--- config.mk ---
export PLATFORM = sky130hd
export DESIGN_NAME = conv_queue_seq
export DESIGN_NICKNAME = d
export VERILOG_FILES = /design/src/rtl/qseq_pkg.sv /design/src/rtl/qseq_tables.sv /design/src/rtl/qseq_queue.sv /design/src/rtl/qseq_dispatch.sv /design/src/rtl/conv_queue_seq.sv
export SDC_FILE = /design/constraint.sdc
export NUM_CORES = 2
export LEC_CHECK = 0
export BUFFER_PORTS_ARGS = -buffer_cell sky130_fd_sc_hd__buf_2
export CAP_MARGIN = 10
export CORE_UTILIZATION = 58
export CTS_CLUSTER_DIAMETER = 100
export DETAILED_ROUTE_END_ITERATION = 12
export PLACE_DENSITY = 0.77
export REMOVE_ABC_BUFFERS = 1
export SYNTH_ARGS = -nofsm -noshare
export SYNTH_HDL_FRONTEND = slang
export SYNTH_SLANG_ARGS = --single-unit
--- constraint.sdc ---
create_clock -name clk -period 2.5 [get_ports clk]
set_input_delay 0.125 -clock clk [delete_from_list [all_inputs] [get_ports clk]]
set_output_delay 0.125 -clock clk [all_outputs]
set_load 0.03 [all_outputs]
--- src/rtl/qseq_pkg.sv ---
// Shared widths and the command entry layout for the conversion sequencer.
// Assumes a 10-bit stored command and a 16-bit host word.
package qseq_pkg;
    localparam int CMD_W  = 10;
    localparam int RES_W  = 10;
    localparam int HOST_W = 16;
    localparam int CHAN_W = 6;
    localparam int ST_W   = 2;
    localparam int NQ     = 2;

    typedef struct packed {
        logic              pause;
        logic              rsvd;
        logic [ST_W-1:0]   stime;
        logic [CHAN_W-1:0] chan;
    } cmd_t;
endpackage

--- src/rtl/qseq_tables.sv ---
// Command and result storage. The host writes commands only; results are
// written only by the retire port. Reads are combinational and zero-extended.
// Assumes CMD_W == RES_W <= HOST_W.
module qseq_tables
    import qseq_pkg::*;
#(
    parameter int ENTRIES = 64,
    localparam int IDX_W  = $clog2(ENTRIES)
) (
    input  logic              clk,
    input  logic              rst_n,
    input  logic              host_we,
    input  logic [IDX_W:0]    host_addr,
    input  logic [HOST_W-1:0] host_wdata,
    output logic [HOST_W-1:0] host_rdata,
    input  logic [IDX_W-1:0]  rd_idx,
    output logic [CMD_W-1:0]  rd_cmd,
    input  logic              res_we,
    input  logic [IDX_W-1:0]  res_idx,
    input  logic [RES_W-1:0]  res_data
);
    logic [CMD_W-1:0] cmd_mem [ENTRIES];
    logic [RES_W-1:0] res_mem [ENTRIES];

    // Command table: written from the host port only, low 10 bits kept.
    always_ff @(posedge clk) begin
        if (!rst_n) begin
            for (int i = 0; i < ENTRIES; i++) cmd_mem[i] <= '0;
        end else if (host_we && !host_addr[IDX_W]) begin
            cmd_mem[host_addr[IDX_W-1:0]] <= host_wdata[CMD_W-1:0];
        end
    end

    // Result table: written from the retiring conversion only.
    always_ff @(posedge clk) begin
        if (!rst_n) begin
            for (int i = 0; i < ENTRIES; i++) res_mem[i] <= '0;
        end else if (res_we) begin
            res_mem[res_idx] <= res_data;
        end
    end

    // Host read mux with the unimplemented upper bits forced to zero.
    always_comb begin
        host_rdata = '0;
        if (host_addr[IDX_W])
            host_rdata[RES_W-1:0] = res_mem[host_addr[IDX_W-1:0]];
        else
            host_rdata[CMD_W-1:0] = cmd_mem[host_addr[IDX_W-1:0]];
    end

    // Dispatch read port.
    always_comb rd_cmd = cmd_mem[rd_idx];
endmodule

--- src/rtl/qseq_queue.sv ---
// State of one queue: running bit, next-entry pointer, a resume marker for
// pauses taken mid-queue, and the sticky pause/end flags.
// Assumes start/end stay constant while the queue runs.
module qseq_queue #(
    parameter int IDX_W = 6
) (
    input  logic             clk,
    input  logic             rst_n,
    input  logic             en,
    input  logic             trig,
    input  logic             empty,
    input  logic [IDX_W-1:0] start_idx,
    input  logic [IDX_W-1:0] end_idx,
    input  logic             retire,
    input  logic             retire_pause,
    input  logic [IDX_W-1:0] retire_idx,
    output logic             active,
    output logic [IDX_W-1:0] ptr,
    output logic             pause_flag,
    output logic             end_flag
);
    logic resume;

    // Trigger acceptance, retire bookkeeping, then disable override.
    always_ff @(posedge clk) begin
        if (!rst_n) begin
            active     <= 1'b0;
            ptr        <= '0;
            resume     <= 1'b0;
            pause_flag <= 1'b0;
            end_flag   <= 1'b0;
        end else begin
            if (trig && en && !active && !empty) begin
                active     <= 1'b1;
                pause_flag <= 1'b0;
                end_flag   <= 1'b0;
                resume     <= 1'b0;
                if (!resume) ptr <= start_idx;
            end
            if (retire) begin
                if (retire_idx == end_idx) begin
                    active   <= 1'b0;
                    end_flag <= 1'b1;
                    resume   <= 1'b0;
                    if (retire_pause) pause_flag <= 1'b1;
                end else begin
                    ptr <= retire_idx + IDX_W'(1);
                    if (retire_pause) begin
                        active     <= 1'b0;
                        pause_flag <= 1'b1;
                        resume     <= 1'b1;
                    end
                end
            end
            if (!en) begin
                active <= 1'b0;
                resume <= 1'b0;
            end
        end
    end

    // a running queue points inside its own span.
    p_ptr_in_span_r4: assert property (@(posedge clk) disable iff (!rst_n)
        active |-> (ptr >= start_idx && ptr <= end_idx));

    // a new pause flag means the queue has stopped.
    p_pause_stops_r6: assert property (@(posedge clk) disable iff (!rst_n)
        $rose(pause_flag) |-> !active);

    // a new end flag means the queue has stopped.
    p_end_stops_r5: assert property (@(posedge clk) disable iff (!rst_n)
        $rose(end_flag) |-> !active);
endmodule

--- src/rtl/qseq_dispatch.sv ---
// Picks the ready queue (low queue first), captures its command at issue,
// holds the converter request until done and produces the retire strobes.
// Assumes the converter pulses cnv_done for exactly one cycle per request.
module qseq_dispatch
    import qseq_pkg::*;
#(
    parameter int IDX_W = 6
) (
    input  logic                      clk,
    input  logic                      rst_n,
    input  logic [NQ-1:0]             q_ready,
    input  logic [NQ-1:0][IDX_W-1:0]  q_ptr,
    output logic [IDX_W-1:0]          rd_idx,
    input  cmd_t                      rd_cmd,
    input  logic                      cnv_done,
    input  logic [RES_W-1:0]          cnv_result,
    output logic                      cnv_req,
    output logic [CHAN_W-1:0]         cnv_chan,
    output logic [ST_W-1:0]           cnv_stime,
    output logic [NQ-1:0]             grant,
    output logic [NQ-1:0]             retire,
    output logic                      retire_pause,
    output logic [IDX_W-1:0]          retire_idx,
    output logic                      res_we,
    output logic [RES_W-1:0]          res_data
);
    logic       busy;
    logic       cur_q;
    logic       sel_q;
    cmd_t       cur_cmd;
    logic [IDX_W-1:0] cur_idx;

    // Fixed priority: the low queue wins whenever it is ready.
    always_comb begin
        sel_q  = !q_ready[0];
        rd_idx = q_ptr[sel_q];
        grant  = '0;
        if (!busy && |q_ready) grant[sel_q] = 1'b1;
    end

    // Issue and retire state of the single outstanding conversion.
    always_ff @(posedge clk) begin
        if (!rst_n) begin
            busy    <= 1'b0;
            cur_q   <= 1'b0;
            cur_idx <= '0;
            cur_cmd <= '0;
        end else if (busy && cnv_done) begin
            busy <= 1'b0;
        end else if (|grant) begin
            busy    <= 1'b1;
            cur_q   <= sel_q;
            cur_idx <= rd_idx;
            cur_cmd <= rd_cmd;
        end
    end

    // Retire strobes toward the owning queue and the result table.
    always_comb begin
        res_we       = busy && cnv_done;
        retire       = '0;
        retire[cur_q] = res_we;
        retire_pause = cur_cmd.pause;
        retire_idx   = cur_idx;
        res_data     = cnv_result;
    end

    assign cnv_req   = busy;
    assign cnv_chan  = cur_cmd.chan;
    assign cnv_stime = cur_cmd.stime;

    // request held with stable fields until done.
    p_req_hold_r10: assert property (@(posedge clk) disable iff (!rst_n)
        (cnv_req && !cnv_done) |=> (cnv_req && $stable(cnv_chan) && $stable(cnv_stime)));

    // one idle cycle follows every completed conversion.
    p_gap_after_done_r10: assert property (@(posedge clk) disable iff (!rst_n)
        (cnv_req && cnv_done) |=> !cnv_req);
endmodule

--- src/rtl/conv_queue_seq.sv ---
// Top of the two-queue conversion sequencer: derives each queue's span from
// the split pointer, instantiates the queues, the dispatcher and the tables.
// Assumes ENTRIES is a power of two.
module conv_queue_seq
    import qseq_pkg::*;
#(
    parameter int ENTRIES = 64,
    localparam int IDX_W  = $clog2(ENTRIES)
) (
    input  logic              clk,
    input  logic              rst_n,
    input  logic              host_we,
    input  logic [IDX_W:0]    host_addr,
    input  logic [HOST_W-1:0] host_wdata,
    output logic [HOST_W-1:0] host_rdata,
    input  logic              q1_en,
    input  logic              q2_en,
    input  logic              q1_trig,
    input  logic              q2_trig,
    input  logic [IDX_W:0]    split_ptr,
    output logic              cnv_req,
    output logic [CHAN_W-1:0] cnv_chan,
    output logic [ST_W-1:0]   cnv_stime,
    input  logic              cnv_done,
    input  logic [RES_W-1:0]  cnv_result,
    output logic              q1_pause_flag,
    output logic              q2_pause_flag,
    output logic              q1_end_flag,
    output logic              q2_end_flag
);
    logic [NQ-1:0]            q_en, q_trig, q_empty, q_active, q_ready;
    logic [NQ-1:0]            q_pflag, q_eflag, retire, grant;
    logic [NQ-1:0][IDX_W-1:0] q_start, q_end, q_ptr;
    logic                     split_wide;
    logic                     retire_pause, res_we;
    logic [IDX_W-1:0]         retire_idx, rd_idx;
    logic [CMD_W-1:0]         rd_cmd;
    logic [RES_W-1:0]         res_data;

    // Queue spans from the split pointer.
    always_comb begin
        split_wide = split_ptr >= (IDX_W+1)'(ENTRIES);
        q_en       = {q2_en, q1_en};
        q_trig     = {q2_trig, q1_trig};
        q_start[0] = '0;
        q_end[0]   = split_wide ? IDX_W'(ENTRIES-1) : split_ptr[IDX_W-1:0] - IDX_W'(1);
        q_empty[0] = (split_ptr == '0);
        q_start[1] = split_ptr[IDX_W-1:0];
        q_end[1]   = IDX_W'(ENTRIES-1);
        q_empty[1] = split_wide;
        q_ready    = q_active & q_en;
    end

    for (genvar g = 0; g < NQ; g++) begin : g_queue
        qseq_queue #(.IDX_W(IDX_W)) u_queue (
            .clk          (clk),
            .rst_n        (rst_n),
            .en           (q_en[g]),
            .trig         (q_trig[g]),
            .empty        (q_empty[g]),
            .start_idx    (q_start[g]),
            .end_idx      (q_end[g]),
            .retire       (retire[g]),
            .retire_pause (retire_pause),
            .retire_idx   (retire_idx),
            .active       (q_active[g]),
            .ptr          (q_ptr[g]),
            .pause_flag   (q_pflag[g]),
            .end_flag     (q_eflag[g])
        );
    end

    qseq_dispatch #(.IDX_W(IDX_W)) u_dispatch (
        .clk          (clk),
        .rst_n        (rst_n),
        .q_ready      (q_ready),
        .q_ptr        (q_ptr),
        .rd_idx       (rd_idx),
        .rd_cmd       (cmd_t'(rd_cmd)),
        .cnv_done     (cnv_done),
        .cnv_result   (cnv_result),
        .cnv_req      (cnv_req),
        .cnv_chan     (cnv_chan),
        .cnv_stime    (cnv_stime),
        .grant        (grant),
        .retire       (retire),
        .retire_pause (retire_pause),
        .retire_idx   (retire_idx),
        .res_we       (res_we),
        .res_data     (res_data)
    );

    qseq_tables #(.ENTRIES(ENTRIES)) u_tables (
        .clk        (clk),
        .rst_n      (rst_n),
        .host_we    (host_we),
        .host_addr  (host_addr),
        .host_wdata (host_wdata),
        .host_rdata (host_rdata),
        .rd_idx     (rd_idx),
        .rd_cmd     (rd_cmd),
        .res_we     (res_we),
        .res_idx    (retire_idx),
        .res_data   (res_data)
    );

    assign q1_pause_flag = q_pflag[0];
    assign q2_pause_flag = q_pflag[1];
    assign q1_end_flag   = q_eflag[0];
    assign q2_end_flag   = q_eflag[1];

    // at most one queue is granted per cycle.
    p_grant_onehot_r7: assert property (@(posedge clk) disable iff (!rst_n)
        $onehot0(grant));

    // the high queue is never granted while the low queue is ready.
    p_low_first_r7: assert property (@(posedge clk) disable iff (!rst_n)
        grant[1] |-> !q_ready[0]);

    // results are written only while a request is outstanding.
    p_result_on_req_r3: assert property (@(posedge clk) disable iff (!rst_n)
        res_we |-> cnv_req);
endmodule

==> reports/summary.txt <==
Rows: 125
final setup margin: -0.7529 ns
CTS clk-pin slew, worst paths: 0.06 ns
Tmin final: 3.253 ns
failing checks: setup timing
WP data arrival: 3.13 ns
Clock Latency Late Sink: 0.78 ns
antenna viol nets, final: 0
WL/cell: 33.18 µm
Slew headroom: 28.02%
fill count: 7922
Core Util, Final: 70.86%
Yosys top cell by area: edfxtp_1
nets: 6443
CTS Root Cell: clkbuf_16
fraction of layout instances using a drive strength above 1: 24.82%
overall power: 53.75 mW
max_cap viols: 0
synthesized flop and latch total: 1317
DRC viols: 0
static leakage: 30.66 nW
htree depth: 4
Synth top area share: 56.75%
Max Clock Skew: 0.02448 ns
Peak supply drop: 0.6846 mV
Max clock buf depth: 3
fmax: 307.4 MHz
initial antenna violation count: 15
Gate Count Post-Synth: 5710
most frequent cells after synthesis: 1301 x and2_1, 1280 x edfxtp_1, 331 x nand2_1, 313 x nor2_1, 301 x clkbuf_1
die height: 343.7 µm
core area: 0.1160 mm²
RSZ-0062 raised after global routing: yes
total wire length: 266.6 mm
io pins: 77
required time worst endpoint: 2.38 ns
via/cell ratio: 6.862
vias in the first global route: 52530
Avg Inst Size Synth: 11.86 µm²
CTS tree: built
Cell variety after synth: 79
DP HPWL: 184.4 mm
Port Buffers: 64
Finish-stage setup viols: 10
Hold Vio Cnt, Final: 0
GR Overflow Total: 0
asr flop ratio synth: 0%
CP Class: reg -> out
Critical Path Start Type: flop
count leader, synth: and2_1
clk sinks: 1317
Pins Over Slew Limit: 0
CP endpoint kind: output port
cell area after synthesis: 0.06773 mm²
Most used DFF post-synth: edfxtp_1
worst hold path class: in -> reg
initial DRC count: 8387
status: finished, violations left
Die Area: 0.1181 mm²
Final GP Congestion: 1.124
Area Overhead vs Synth: 21.42%
Pre-antenna DRT Iters: 7
EDFF count, synth: 1280
largest cells by area after synthesis: edfxtp_1 57%, and2_1 12%, mux2i_1 4.3%, mux4_2 2.5%, mux2_2 2.2%
Period Utilization, post-route: 130.1%
CP max FO: 2
Worst-Margin Slew: 1.076 ns
GRT Util Overall: 44.62%
pin count of the biggest net entering global routing: 65
Yosys warnings: 0
Die X: 343.7 µm
CTS buffer count: 143
first-pass GRT wire length: 373.1 mm
sequential-to-total area share from yosys stat: 57.84%
pwr dens: 653.6 mW/mm²
Initial Utilization: 58.36%
vias: 55140
==> flip-flops by register name, indices dropped and copies added (netlist names) <==
register / count
g_queue.u_queue.active: 2
g_queue.u_queue.end_flag: 2
g_queue.u_queue.pause_flag: 2
g_queue.u_queue.ptr: 12
g_queue.u_queue.resume: 2
u_dispatch.cnv_chan: 6
u_dispatch.cnv_req: 1
u_dispatch.cnv_stime: 2
u_dispatch.cur_q: 1
u_dispatch.retire_idx: 6
u_dispatch.retire_pause: 1
u_tables.cmd_mem: 640
u_tables.res_mem: 640
==> per-stage QoR <==
stage	setup TNS (ns)	worst slack [ns]	hold slack, ns	instances	area (µm²)
2_1_floorplan	-534.96	-4.032	0.2411	5199	65460
3_3_place_gp	-71.01	-1.077	0.4451	7740	76140
3_5_place_dp	-90.11	-1.071	0.4501	7740	76140
4_1_cts	-6.376	-0.7227	0.008665	8014	81610
5_1_grt	-6.567	-0.8207	0.01657	8030	82220
6_report	-6.586	-0.7529	0.03290	8035	82240
==> worst paths after layout <==
kind,startpoint,to,slack (ns),depth (start not counted)
setup / recovery,u_tables.cmd_mem[21][2],host_rdata[2],-0.75,7
hold reg to reg,g_queue[0].u_queue.resume,g_queue[0].u_queue.resume,0.46,2
hold / removal,cnv_result[8],u_tables.res_mem[2][8],0.03,2
setup reg to reg,g_queue[0].u_queue.active,u_dispatch.cnv_chan[0],0.03,11
==> critical path, stage by stage (launching register included) <==
cell      delay [ns]
edfxtp_1        0.41
mux2_2          0.30
a221oi_1        0.43
o22ai_2         0.21
a22o_1          0.36
a21oi_2         0.28
a22oi_2         0.17
buf_6           0.18
==> logic make-up after synthesis <==
kind of cell    share of synthesized area (%)
mux                                     9.106
compound gates                          11.64
buf+inv                                 3.436
xor+xnor                               0.1626
flops                                   57.84
other cells                          0.005537
simple gates                            17.75
fa+ha+maj                             0.05543
==> per-layer routing <==
metal | part of all wire, % | up-vias | global-route usage [%]
li1 | - | 22565 | -
met5 | 0.099 | - | 0.5208
met3 | 13 | 1094 | 12.90
met1 | 34 | 26766 | 55.21
met4 | 8.2 | 18 | 31.58
met2 | 45 | 4697 | 67.40
==> cell usage in the layout (no fill, tap or decap), types with 11 or more instances in the layout <==
| cell | synthesis | layout |
|---|---|---|
| and2_1 | 1301 | 1296 |
| mux2i_1 | 294 | 284 |
| o21ai_0 | 288 | 265 |
| a21oi_1 | 182 | 173 |
| dfxtp_1 | 37 | 35 |
| a221o_1 | 12 | 12 |
| clkbuf_16 | 0 | 148 |
| nor2b_1 | 85 | 79 |
| a31oi_1 | 28 | 24 |
| o21ai_1 | 2 | 19 |
| o221ai_1 | 33 | 26 |
| a211oi_1 | 82 | 79 |
| nand2_1 | 331 | 324 |
| mux4_2 | 76 | 76 |
| o22a_1 | 14 | 14 |
| nor3_1 | 15 | 11 |
| bufinv_16 | 0 | 15 |
| buf_4 | 34 | 869 |
| a32oi_1 | 64 | 62 |
| a22oi_1 | 98 | 88 |
| dlygate4sd3_1 | 0 | 14 |
| a221oi_1 | 168 | 138 |
| buf_6 | 8 | 16 |
| nand4_1 | 22 | 22 |
| edfxtp_1 | 1280 | 1280 |
| a22o_1 | 25 | 25 |
| buf_12 | 0 | 94 |
| o22ai_1 | 99 | 87 |
| a221oi_2 | 1 | 28 |
| buf_2 | 129 | 50 |
| clkbuf_1 | 301 | 29 |
| clkinv_2 | 0 | 21 |
| nor2_1 | 313 | 308 |
| mux2_2 | 131 | 122 |
| clkinv_1 | 1 | 26 |
| nand3_1 | 63 | 61 |
==> cell type report <==
class,instances,area (µm²),area share [%]
Timing Repair Buffer,1048,9074,11.03
Inverter,11,46.29,0.05630
Antenna cell,7,17.52,0.02130
Sequential cell,1317,39190,47.65
Clock buffer,178,3815,4.639
Tap cell,1524,1907,2.319
Clock inverter,79,858.3,1.044
Multi-Input combinational cell,3871,27330,33.24
==> repair_timing <==
item | 4_1_cts | 5_1_grt
hold buffers | 14 | 0
setup endpoints to repair | 16 | 26
pin swaps | 33 | 39
buffers inserted | 7 | 16
endpoints found under the hold margin | 64 | 0
resized for setup | 122 | 91
gates cloned | 0 | 1
==> where the power goes <==
part	internal [mW]	leakage, nW	switching (mW)
clock	12.4	2.26	9.12
sequential	25.1	13.0	0.581
combinational	2.44	15.4	4.09
total	40.0	30.7	13.8
(Power assumes the default switching activity.)
